`config.mk`:
```
export PLATFORM = sky130hd
export DESIGN_NAME = fe_cfg_regbank
export DESIGN_NICKNAME = d
export VERILOG_FILES = /design/src/rtl/fe_cfg_pkg.sv /design/src/rtl/fe_chan_regs.sv /design/src/rtl/fe_glob_regs.sv /design/src/rtl/fe_stat_ctrs.sv /design/src/rtl/fe_cfg_regbank.sv
export SDC_FILE = /design/constraint.sdc
export NUM_CORES = 2
export LEC_CHECK = 0
export BUFFER_PORTS_ARGS = -buffer_cell sky130_fd_sc_hd__buf_2
export CAP_MARGIN = 20
export CORE_AREA = 2 2 298 300
export CTS_BUF_LIST = sky130_fd_sc_hd__clkbuf_16
export DETAILED_ROUTE_END_ITERATION = 16
export DIE_AREA = 0 0 300 302
export HOLD_SLACK_MARGIN = 0.12
export SETUP_SLACK_MARGIN = 0.3
export SLEW_MARGIN = 20
export SYNTH_ARGS = -nofsm -noshare
export SYNTH_HDL_FRONTEND = slang
export SYNTH_SLANG_ARGS = --single-unit
```
`constraint.sdc`:
```
create_clock -name clk -period 3.8 [get_ports clk]
set_input_delay 0.38 -clock clk [delete_from_list [all_inputs] [get_ports clk]]
set_output_delay 0.38 -clock clk [all_outputs]
set_load 0.005 [all_outputs]
```
`src/rtl/fe_cfg_pkg.sv`:
```
package fe_cfg_pkg;
    localparam int ADDR_W   = 5;
    localparam int DATA_W   = 20;
    localparam int COEF_W   = 13;
    localparam int N_COEF   = 8;
    localparam int COEF_IW  = $clog2(N_COEF);
    localparam int ZTHR_W   = 20;
    localparam int ZCFG_W   = 7;
    localparam int PED_W    = 10;
    localparam int NOISE_W  = 10;
    localparam int PMD_W    = 10;
    localparam int PMA_W    = 10;
    localparam int FTHR_W   = 20;
    localparam int TCFG_W   = 18;
    localparam int DPCFG_W  = 12;
    localparam int MODE_W   = 8;
    localparam int VTHR_W   = 14;
    localparam int TRIG_W   = 16;
    localparam int BX_W     = 20;
    localparam int CHIPID_W = 5;
    localparam int ERR_W    = 3;

    // address map
    localparam logic [ADDR_W-1:0] A_ZTHR    = ADDR_W'(N_COEF);
    localparam logic [ADDR_W-1:0] A_ZCFG    = ADDR_W'(N_COEF + 1);
    localparam logic [ADDR_W-1:0] A_PED     = ADDR_W'(N_COEF + 2);
    localparam logic [ADDR_W-1:0] A_NOISE   = ADDR_W'(N_COEF + 3);
    localparam logic [ADDR_W-1:0] A_PMDATA  = ADDR_W'(N_COEF + 4);
    localparam logic [ADDR_W-1:0] A_PMADDR  = 5'h0D;
    localparam logic [ADDR_W-1:0] A_FTHR    = 5'h0E;
    localparam logic [ADDR_W-1:0] A_TCFG    = 5'h0F;
    localparam logic [ADDR_W-1:0] A_DPCFG   = 5'h10;
    localparam logic [ADDR_W-1:0] A_MODE    = 5'h11;
    localparam logic [ADDR_W-1:0] A_VTHR    = 5'h12;
    localparam logic [ADDR_W-1:0] A_TRIG    = 5'h13;
    localparam logic [ADDR_W-1:0] A_CHIPID  = 5'h14;
    localparam logic [ADDR_W-1:0] A_ERR     = 5'h15;
    localparam logic [ADDR_W-1:0] A_BX      = 5'h16;
    localparam logic [ADDR_W-1:0] A_CLRTRIG = 5'h1C;
    localparam logic [ADDR_W-1:0] A_CLRERR  = 5'h1D;
    localparam logic [ADDR_W-1:0] A_CLRBX   = 5'h1E;
    localparam logic [ADDR_W-1:0] A_SRST    = 5'h1F;

    // reset values
    localparam logic [ZTHR_W-1:0]  ZTHR_RST  = 20'h0000A;
    localparam logic [ZCFG_W-1:0]  ZCFG_RST  = 7'h7E;
    localparam logic [FTHR_W-1:0]  FTHR_RST  = 20'h40603;
    localparam logic [TCFG_W-1:0]  TCFG_RST  = 18'h3FD00;
    localparam logic [DPCFG_W-1:0] DPCFG_RST = 12'h000;
    localparam logic [MODE_W-1:0]  MODE_RST  = 8'hA4;
    localparam logic [VTHR_W-1:0]  VTHR_RST  = 14'h0463;

    localparam logic [7:0] TCFG_PRE_MAX = 8'd191;
    localparam logic [9:0] TCFG_SMP_MAX = 10'd1021;

    typedef struct packed {
        logic              we;
        logic              bcast;
        logic [ADDR_W-1:0] addr;
        logic [DATA_W-1:0] data;
    } host_wr_t;

    typedef struct packed {
        logic clr_trig;
        logic clr_err;
        logic clr_bx;
        logic srst;
    } cmd_t;

    function automatic logic is_chan_addr(input logic [ADDR_W-1:0] a);
        return a <= A_PMDATA;
    endfunction

    function automatic logic [TCFG_W-1:0] clamp_tcfg(input logic [TCFG_W-1:0] d);
        logic [7:0] pre;
        logic [9:0] smp;
        pre = (d[7:0] > TCFG_PRE_MAX) ? TCFG_PRE_MAX : d[7:0];
        smp = (d[17:8] > TCFG_SMP_MAX) ? TCFG_SMP_MAX : d[17:8];
        return {smp, pre};
    endfunction
endpackage

```
`src/rtl/fe_chan_regs.sv`:
```
module fe_chan_regs
    import fe_cfg_pkg::*;
#(
    parameter int CH_ID = 0,
    parameter int CH_W  = 2
) (
    input  logic                     clk,
    input  logic                     rst,
    input  host_wr_t                 wr,
    input  logic [CH_W-1:0]          chan,
    output logic [N_COEF*COEF_W-1:0] o_coef,
    output logic [ZTHR_W-1:0]        o_zthr,
    output logic [ZCFG_W-1:0]        o_zcfg,
    output logic [PED_W-1:0]         o_ped,
    output logic [NOISE_W-1:0]       o_noise,
    output logic [DATA_W-1:0]        o_rd
);
    logic              sel;
    logic [COEF_W-1:0] coef_q [N_COEF];
    logic [PMD_W-1:0]  pmd_q;

    assign sel = wr.we && (wr.bcast || chan == CH_W'(CH_ID)) && is_chan_addr(wr.addr);

    for (genvar k = 0; k < N_COEF; k++) begin : g_coef
        always_ff @(posedge clk) begin
            if (rst)
                coef_q[k] <= '0;
            else if (sel && wr.addr == ADDR_W'(k))
                coef_q[k] <= wr.data[COEF_W-1:0];
        end
        assign o_coef[k*COEF_W +: COEF_W] = coef_q[k];
    end

    always_ff @(posedge clk) begin
        if (rst) begin
            o_zthr  <= ZTHR_RST;
            o_zcfg  <= ZCFG_RST;
            o_ped   <= '0;
            o_noise <= '0;
            pmd_q   <= '0;
        end else if (sel) begin
            case (wr.addr)
                A_ZTHR:   o_zthr  <= wr.data[ZTHR_W-1:0];
                A_ZCFG:   o_zcfg  <= wr.data[ZCFG_W-1:0];
                A_PED:    o_ped   <= wr.data[PED_W-1:0];
                A_NOISE:  o_noise <= wr.data[NOISE_W-1:0];
                A_PMDATA: pmd_q   <= wr.data[PMD_W-1:0];
                default: ;
            endcase
        end
    end

    always_comb begin
        o_rd = '0;
        case (wr.addr)
            A_ZTHR:   o_rd = DATA_W'(o_zthr);
            A_ZCFG:   o_rd = DATA_W'(o_zcfg);
            A_PED:    o_rd = DATA_W'(o_ped);
            A_NOISE:  o_rd = DATA_W'(o_noise);
            A_PMDATA: o_rd = DATA_W'(pmd_q);
            default:
                if (wr.addr < A_ZTHR)
                    o_rd = DATA_W'(coef_q[wr.addr[COEF_IW-1:0]]);
        endcase
    end
endmodule

```
`src/rtl/fe_glob_regs.sv`:
```
module fe_glob_regs
    import fe_cfg_pkg::*;
(
    input  logic                clk,
    input  logic                rst,
    input  host_wr_t            wr,
    output logic [PMA_W-1:0]    o_pm_addr,
    output logic [FTHR_W-1:0]   o_filt_thr,
    output logic [TCFG_W-1:0]   o_trig_cfg,
    output logic [DPCFG_W-1:0]  o_dp_cfg,
    output logic [MODE_W-1:0]   o_mode,
    output logic [VTHR_W-1:0]   o_vp_thr,
    output logic [DATA_W-1:0]   o_rd
);
    logic wen;
    assign wen = wr.we && !wr.bcast;

    always_ff @(posedge clk) begin
        if (rst) begin
            o_pm_addr  <= '0;
            o_filt_thr <= FTHR_RST;
            o_trig_cfg <= TCFG_RST;
            o_dp_cfg   <= DPCFG_RST;
            o_mode     <= MODE_RST;
            o_vp_thr   <= VTHR_RST;
        end else if (wen) begin
            case (wr.addr)
                A_PMADDR: o_pm_addr  <= wr.data[PMA_W-1:0];
                A_FTHR:   o_filt_thr <= wr.data[FTHR_W-1:0];
                A_TCFG:   o_trig_cfg <= clamp_tcfg(wr.data[TCFG_W-1:0]);
                A_DPCFG:  o_dp_cfg   <= wr.data[DPCFG_W-1:0];
                A_MODE:   o_mode     <= wr.data[MODE_W-1:0];
                A_VTHR:   o_vp_thr   <= wr.data[VTHR_W-1:0];
                default: ;
            endcase
        end
    end

    always_comb begin
        case (wr.addr)
            A_PMADDR: o_rd = DATA_W'(o_pm_addr);
            A_FTHR:   o_rd = DATA_W'(o_filt_thr);
            A_TCFG:   o_rd = DATA_W'(o_trig_cfg);
            A_DPCFG:  o_rd = DATA_W'(o_dp_cfg);
            A_MODE:   o_rd = DATA_W'(o_mode);
            A_VTHR:   o_rd = DATA_W'(o_vp_thr);
            default:  o_rd = '0;
        endcase
    end
endmodule

```
`src/rtl/fe_stat_ctrs.sv`:
```
module fe_stat_ctrs
    import fe_cfg_pkg::*;
(
    input  logic              clk,
    input  logic              rst,
    input  cmd_t              cmd,
    input  logic              i_trig,
    input  logic              i_bx,
    input  logic [ERR_W-1:0]  i_err,
    output logic [TRIG_W-1:0] o_trig_cnt,
    output logic [BX_W-1:0]   o_bx_cnt,
    output logic [ERR_W-1:0]  o_err
);
    always_ff @(posedge clk) begin
        if (rst || cmd.clr_trig)
            o_trig_cnt <= '0;
        else if (i_trig)
            o_trig_cnt <= o_trig_cnt + 1'b1;
    end

    always_ff @(posedge clk) begin
        if (rst || cmd.clr_bx)
            o_bx_cnt <= '0;
        else if (i_bx)
            o_bx_cnt <= o_bx_cnt + 1'b1;
    end

    for (genvar e = 0; e < ERR_W; e++) begin : g_err
        always_ff @(posedge clk) begin
            if (rst || cmd.clr_err)
                o_err[e] <= 1'b0;
            else if (i_err[e])
                o_err[e] <= 1'b1;
        end
    end
endmodule

```
`src/rtl/fe_cfg_regbank.sv`:
```
module fe_cfg_regbank
    import fe_cfg_pkg::*;
#(
    parameter int NUM_CH = 4,
    localparam int CH_W  = (NUM_CH > 1) ? $clog2(NUM_CH) : 1
) (
    input  logic                            clk,
    input  logic                            rst,
    input  logic                            i_we,
    input  logic                            i_re,
    input  logic                            i_bcast,
    input  logic [CH_W-1:0]                 i_chan,
    input  logic [ADDR_W-1:0]               i_addr,
    input  logic [DATA_W-1:0]               i_wdata,
    output logic [DATA_W-1:0]               o_rdata,
    input  logic                            i_trig,
    input  logic                            i_bx,
    input  logic                            i_err_par,
    input  logic                            i_err_instr,
    input  logic                            i_err_ovl,
    input  logic [CHIPID_W-1:0]             i_chip_id,
    output logic [NUM_CH*N_COEF*COEF_W-1:0] o_coef,
    output logic [NUM_CH*ZTHR_W-1:0]        o_zs_thr,
    output logic [NUM_CH*ZCFG_W-1:0]        o_zs_cfg,
    output logic [NUM_CH*PED_W-1:0]         o_ped,
    output logic [NUM_CH*NOISE_W-1:0]       o_noise,
    output logic [PMA_W-1:0]                o_pm_addr,
    output logic [PMD_W-1:0]                o_pm_data,
    output logic                            o_pm_we,
    output logic [FTHR_W-1:0]               o_filt_thr,
    output logic [TCFG_W-1:0]               o_trig_cfg,
    output logic [DPCFG_W-1:0]              o_dp_cfg,
    output logic [MODE_W-1:0]               o_mode,
    output logic [VTHR_W-1:0]               o_vp_thr
);
    localparam int CH_SLOTS = 1 << CH_W;

    host_wr_t          wr;
    cmd_t              cmd;
    logic              rst_all;
    logic [DATA_W-1:0] chan_rd [CH_SLOTS];
    logic [DATA_W-1:0] glob_rd;
    logic [DATA_W-1:0] rd_next;
    logic [TRIG_W-1:0] trig_cnt;
    logic [BX_W-1:0]   bx_cnt;
    logic [ERR_W-1:0]  err_q;

    assign wr = '{we: i_we, bcast: i_bcast, addr: i_addr, data: i_wdata};

    assign cmd.clr_trig = i_we && i_addr == A_CLRTRIG;
    assign cmd.clr_err  = i_we && i_addr == A_CLRERR;
    assign cmd.clr_bx   = i_we && i_addr == A_CLRBX;
    assign cmd.srst     = i_we && i_addr == A_SRST;
    assign rst_all      = rst || cmd.srst;

    for (genvar c = 0; c < NUM_CH; c++) begin : g_ch
        fe_chan_regs #(.CH_ID(c), .CH_W(CH_W)) u_ch (
            .clk     (clk),
            .rst     (rst_all),
            .wr      (wr),
            .chan    (i_chan),
            .o_coef  (o_coef[c*N_COEF*COEF_W +: N_COEF*COEF_W]),
            .o_zthr  (o_zs_thr[c*ZTHR_W +: ZTHR_W]),
            .o_zcfg  (o_zs_cfg[c*ZCFG_W +: ZCFG_W]),
            .o_ped   (o_ped[c*PED_W +: PED_W]),
            .o_noise (o_noise[c*NOISE_W +: NOISE_W]),
            .o_rd    (chan_rd[c])
        );
    end
    for (genvar c = NUM_CH; c < CH_SLOTS; c++) begin : g_ch_none
        assign chan_rd[c] = '0;
    end

    fe_glob_regs u_glob (
        .clk        (clk),
        .rst        (rst_all),
        .wr         (wr),
        .o_pm_addr  (o_pm_addr),
        .o_filt_thr (o_filt_thr),
        .o_trig_cfg (o_trig_cfg),
        .o_dp_cfg   (o_dp_cfg),
        .o_mode     (o_mode),
        .o_vp_thr   (o_vp_thr),
        .o_rd       (glob_rd)
    );

    fe_stat_ctrs u_stat (
        .clk        (clk),
        .rst        (rst_all),
        .cmd        (cmd),
        .i_trig     (i_trig),
        .i_bx       (i_bx),
        .i_err      ({i_err_ovl, i_err_instr, i_err_par}),
        .o_trig_cnt (trig_cnt),
        .o_bx_cnt   (bx_cnt),
        .o_err      (err_q)
    );

    always_comb begin
        if (is_chan_addr(i_addr))
            rd_next = chan_rd[i_chan];
        else begin
            case (i_addr)
                A_TRIG:   rd_next = DATA_W'(trig_cnt);
                A_CHIPID: rd_next = DATA_W'(i_chip_id);
                A_ERR:    rd_next = DATA_W'(err_q);
                A_BX:     rd_next = DATA_W'(bx_cnt);
                default:  rd_next = glob_rd;
            endcase
        end
    end

    always_ff @(posedge clk) begin
        if (rst_all) begin
            o_rdata   <= '0;
            o_pm_we   <= 1'b0;
            o_pm_data <= '0;
        end else begin
            if (i_re)
                o_rdata <= rd_next;
            o_pm_we <= i_we && i_addr == A_PMDATA;
            if (i_we && i_addr == A_PMDATA)
                o_pm_data <= i_wdata[PMD_W-1:0];
        end
    end
endmodule

```
After elaboration in Yosys (flattened, before gate mapping)
Memories as Yosys holds them, arrays and structs flattened.
Index checks and enable logic that the tools add are counted.
- word-level logic and storage cells: 336
- input bits: 42
- output and inout bits: 717
- register bits: 380
- memories kept: 4
- bits in writable memories: 416
- memory list (memory ; words ; width ; read ports ; clocked after Yosys merged registers in ; write ports ; line ; source):
    g_ch[0].u_ch.coef_q ; 8 ; 13 ; 9 ; 0 ; 8 ; fe_chan_regs.sv:19 ; logic [COEF_W-1:0] coef_q [N_COEF];
    g_ch[1].u_ch.coef_q ; 8 ; 13 ; 9 ; 0 ; 8 ; fe_chan_regs.sv:19 ;
    g_ch[2].u_ch.coef_q ; 8 ; 13 ; 9 ; 0 ; 8 ; fe_chan_regs.sv:19 ;
    g_ch[3].u_ch.coef_q ; 8 ; 13 ; 9 ; 0 ; 8 ; fe_chan_regs.sv:19 ;
- eq/ne operators: 29
- bitwise operators: 33
- add/subtract/negate cells: 2
- order comparisons: 5
- reductions and logical operators: 83
- muxes and demuxes: 146
- operator list (cell ; number):
    two-way mux 13 bit ; 36
    one-hot mux 20 bit (5 select lines) ; 4
    one-hot mux 20 bit (6 select lines) ; 1
    two-way mux 1 bit ; 98
    one-hot mux 20 bit (4 select lines) ; 1
    two-way mux 20 bit ; 3
    equality test 5 bit (second input constant) ; 11
    AND reduction 2 bit ; 26
    logical AND 1 bit ; 46
    binary-select mux 20 bit (select 2 bit) ; 1
    equality test 5 x 4 -> 1 bit (second input constant) ; 8
    OR 1 bit ; 32
    adder 20 x 1 -> 20 bit (second input constant) ; 1
    equality test 5 x 3 -> 1 bit (second input constant) ; 4
    adder 16 x 1 -> 16 bit (second input constant) ; 1
    equality test 5 x 2 -> 1 bit (second input constant) ; 2
    > comparator 10 bit (second input constant) ; 1
    two-way mux 10 bit ; 1
    > comparator 8 bit (second input constant) ; 1
    logical OR 1 bit ; 8
    two-way mux 8 bit ; 1
    equality test 5 x 1 -> 1 bit (second input constant) ; 1
    less-or-equal comparator 5 x 4 -> 1 bit (second input constant) ; 1
    logical NOT 5 bit ; 1
    other kinds (7) ; 8

Longest topological paths before layout
- word-level depth: 9
- gate-level depth with buffers: 11
- gate-level depth less buffers: 7

By module
A second synthesis with hierarchy kept.
- cells, all modules: 3386
- area total of the unflattened synthesis: 37786.2 µm²
- modules (own cells, without submodules) (module ; instances ; cells an instance ; seq. area each (µm²) ; area each (µm²)):
    fe_chan_regs (g_ch[1].u_ch ...) ; 2 ; 606 ; 4264.1 ; 7357.1
    fe_chan_regs (g_ch[0].u_ch) ; 1 ; 606 ; 4264.1 ; 7651.1
    fe_chan_regs (g_ch[3].u_ch) ; 1 ; 638 ; 4264.1 ; 7495.9
    fe_glob_regs ; 1 ; 432 ; 1641.6 ; 3469.6
    fe_cfg_regbank ; 1 ; 299 ; 620.6 ; 2747.6
    fe_stat_ctrs ; 1 ; 199 ; 780.7 ; 1707.9

Least setup slack after synthesis
Ideal clock, no wire load.
- path kind: input-to-reg
- from: input port i_addr[0]
- to: memory g_ch[0].u_ch.coef_q[1][0], enable pin
- data required time: 3399 ps
- setup time: 401 ps
- buffers on the path: 4
- stages on the path: 8
- path slack: 757 ps
- arrival: 2642 ps
- cells stage by stage: buf_2 > or2_1 > buf_2 > a31oi_4 > buf_4 > nand3b_4 > clkbuf_1 > o21ai_0
- RTL lines (what ; line ; source):
    from (decl) ; fe_cfg_regbank.sv:13 ; input logic [ADDR_W-1:0] i_addr,
    to (decl) ; fe_chan_regs.sv:19 ;

Final worst setup path
- from: input port i_addr[4]
- to: register u_glob.o_vp_thr[3]
- longest elaborated chain between the ends: 3
- elaborated cells on any way between the ends: 5
- classes of those cells: 2 x eq/ne; 3 x reduce/logical
- ends and longest elaborated chain (what ; line ; source):
    equality test 5 bit ; fe_cfg_regbank.sv:53 ; assign cmd.srst = i_we && i_addr == A_SRST;
    logical AND 1 bit ; fe_cfg_regbank.sv:53 ;
    logical OR 1 bit ; fe_cfg_regbank.sv:54 ; assign rst_all = rst || cmd.srst;
    to (signal assigned) ; fe_glob_regs.sv:33 ; A_VTHR: o_vp_thr <= wr.data[VTHR_W-1:0];
    to (decl) ; fe_glob_regs.sv:12 ; output logic [VTHR_W-1:0] o_vp_thr,
Several ways; a longest one is shown, not always the timed one.
A chain may end at the register's enable or synchronous reset.

==> results.toml <==
[status]
run_status = "complete, no violations"

[final_layout]
num-fill-cells = 8185
postLayoutCoreUtil_pct = 50.8
drive_gt1_share_pct = 28.3
synthToLayoutAreaGrowth_pct = 22.6
finalInstanceArea_mm2 = 0.0445
nets = 4219

[setup_path]
critical_path_class = "primary input to flip-flop"
critical_path_peak_fanout = 17
arrival_ns = 3.42
start_kind = "primary input"
r2r_setup_slack_ns = 1.11
crit_path_end_kind = "flip-flop"
critical_path_required_ns = 4.31

[synth]
synth_compound_area_share_pct = 12.0
synth_cells = 3479
yosysMostFrequentCell = "nand2_1"
ys_dominant_reg_cell = "edfxtp_1"
combinational_family_with_the_most_area_after_synthesis = "simple AND/OR/NAND/NOR gates"
synth_top_area_cell = "edfxtp_1"
synth_adder_area_share_pct = 0.0690
yosysUniqueCellTypes = 82
synth_xor_area_share_pct = 0.628
synthesis.nets = 3523
number_of_flops_mapped_to_enable_cells_by_yosys = 416
share_of_yosys_cell_area_claimed_by_the_top_area_cell_type_pct = 34.4
synthesis.yosys.warnings = 0
synth-seq-cells = 796
ys_seq_area_share_pct = 55.4
synthMuxAreaShare_pct = 8.92
synth.top_cells.by_count = "545 x nand2_1, 418 x and2_1, 416 x edfxtp_1"
synthSimpleGateAreaFrac_pct = 19.0
synthesis.area_per_instance_um2 = 10.4
synth.area.top_cells = "edfxtp_1 34%, dfxtp_1 21%, and2_1 7.2%"
ys_async_sr_fraction_pct = 0
syn_area_mm2 = 0.0363

[floorplan]
die-area_mm2 = 0.0906
die-height_um = 302
fp.coreArea_mm2 = 0.0876
top_level_ports = 759
initial_core_util_pct = 41.4
die-width_um = 300
placementRows = 109

[detailed_routing]
first_iter_violations = 4218
drt_wl_total_mm = 174
dr_total_vias = 32900
routedWlPerCell_um = 32.1
drc_errors = 0
postRouteAntennaNets = 0
viasPerCell = 6.08
first_pass_iters = 8

[worst_hold_path]
hold_path.class = "primary input to flip-flop"

[timing]
finalSetupViolCount = 0
finalSetupTns_ns = 0
timing.final.crit_period_ns = 2.92
slew_headroom_pct = 19.4
maxSlewViolCount = 0
finClkSkew_ns = 0.0367
worst_pin_slew_ns = 1.20
final_min_period_over_clock_period_pct = 76.8
hold_ws_ns = 0.173
max_clock_freq_mhz = 343
unrepaired_setup_endpoints_after_global_routing = "no"
report.final.hold_viol_count = 0

[pwr]
power_switching_share_pct = 26.8
clock_power_share_pct = 42.3
power.density_mw_per_mm2 = 451
cellLeakagePower_nw = 17.4
sequential_power_share_pct = 48.1
netSwitchingPower_mw = 5.37
vdd_drop_max_mv = 0.364
share_comb_of_total_power_pct = 9.6
cellInternalPower_mw = 14.7
power.total_mw = 20.1

[placed_design]
placement.io_buffers = 758
detailed_place.area_mm2 = 0.0415
place.detailed.hpwl_mm = 124
gp_congestion = 0.966

[cts]
tritoncts_buffer_count = 89
insertion_delay_ns = 0.68
cts.reportedPaths.clkPinSlew_ns = 0.06
cts.htree.levels = 3
cts_buffer_depth = 3
clockRootBuffer = "clkbuf_16"
cts_tree = "done"
tritoncts_num_sinks = 796
post_cts.resized_instances = 0

[global_routing]
grt_usage_pct = 36.9
first_pass_grt_wire_length_mm = 238
groute.layer.met1.usage_pct = 47.7
grt.met2_usage_pct = 59.8
global_route_met3_usage_pct = 8.87
overflow = 0
grt_busiest_layer = "met2"
grt_start_max_net_pins = 116
vias_in_the_first_global_route = 30400
grt_antenna_before_repair = 12

[run]
drv_cap = 0
cell type report:
type | count | area (µm²) | area share, %
antenna | 9 | 22.5 | 0.0506
clock buffer | 90 | 2250 | 5.06
clock inverter | 67 | 548 | 1.23
inverter | 12 | 45.0 | 0.101
multi-input combinational | 2342 | 14800 | 33.3
sequential | 796 | 20100 | 45.2
tap | 1165 | 1460 | 3.28
timing repair buffer | 934 | 5260 | 11.8
worst max-delay path, cell delays in order:
cell and delay [ns]:
buf_2 0.38, buf_4 0.28, or3b_1 0.52, nor2_1 0.79, nand2_1 0.71, nand2_1 0.24, a21oi_1 0.09
per-stage QoR:
step	setup WS, ns	instances
global route	0.847	5407
CTS	0.970	5406
global placement	0.287	5236
detailed placement	0.282	5236
finish	0.883	5415
floorplan	0.757	3479
what timing repair did:
| item | CTS | global route |
|---|---|---|
| endpoints found under the hold margin | 53 | 0 |
| hold buffers | 13 | 0 |
| setup buffers | 0 | 0 |
layer usage:
layer,part of all wire (%),wire (µm),vias up
met5,0.033,57,-
met1,37,65100,16500
met2,47,81400,2235
li1,-,-,13800
met4,4.7,8170,10
met3,11,18900,370
power by group through the flow:
| stage | clock (mW) | combinational [mW] | sequential, mW |
|---|---|---|---|
| final | 8.49 | 1.93 | 9.64 |
| after global routing | 8.83 | 1.99 | 9.64 |
| after CTS | 8.54 | 1.90 | 9.63 |
| after detailed placement | 0 | 1.88 | 9.80 |
| after global placement | 0 | 1.87 | 9.81 |
| after floorplan | 0 | 0.828 | 9.68 |
final timing paths:
path,from,to,cells past startpoint
max,i_addr[4],u_glob.o_vp_thr[3],7
max reg2reg,g_ch[1].u_ch.coef_q[6][9],o_rdata[9],4
min,i_re,o_rdata[12],4
min reg2reg,o_pm_data[1],o_pm_data[1],2
flip-flops by register name, indices dropped and copies added, names as in the netlist:
register,count
g_ch.u_ch.coef_q,416
g_ch.u_ch.o_zthr,80
g_ch.u_ch.o_noise,40
g_ch.u_ch.o_ped,40
g_ch.u_ch.pmd_q,40
g_ch.u_ch.o_zcfg,28
o_rdata,20
u_glob.o_filt_thr,20
u_stat.o_bx_cnt,20
u_glob.o_trig_cfg,18
u_stat.o_trig_cnt,16
u_glob.o_vp_thr,14
u_glob.o_dp_cfg,12
o_pm_data,10
u_glob.o_pm_addr,10
u_glob.o_mode,8
u_stat.o_err,3
o_pm_we,1
logic make-up (layout without fill, tap and decap cells):
| logic type | Yosys count | in the layout |
|---|---|---|
| buf+inv | 341 | 1103 |
| flops | 796 | 796 |
| compound gates | 738 | 738 |
| simple gates | 1374 | 1374 |
| fa+ha+maj | 2 | 2 |
| mux | 202 | 202 |
| xor+xnor | 26 | 26 |
| other cells | 0 | 9 |
cells in the final DEF, fill, tap and decap left out, types with 9 or more instances in the layout:
cell type      netlist  final
o21ai_1              3     36
nor2_1             117    116
clkinv_2             0     10
buf_4               13    164
a31oi_1             17     17
mux2_2              21     21
dfxtp_1            380    380
nor3_2               7      9
nand2_1            545    545
nor2_2              12     12
o22ai_1             18     18
nor3_1              45     43
nand2b_1            10     10
buf_2               75    749
and2_1             418    418
nand3_1            104    104
mux4_2              95     95
diode_2              0      9
a211oi_1            20     20
clkbuf_16            0     90
a22oi_1             45     45
nand4_1             21     21
mux2i_1             86     86
edfxtp_1           416    416
and3_1              26     26
or3_1               13     13
a221oi_1            25     25
dlygate4sd3_1        0     13
a22o_1               9      9
clkinv_1             0     16
o21ai_0            212    176
xor2_1              22     22
a21oi_1            305    304
nor2b_1             16     14
inv_1               12     32
(Power assumes the default switching activity.)
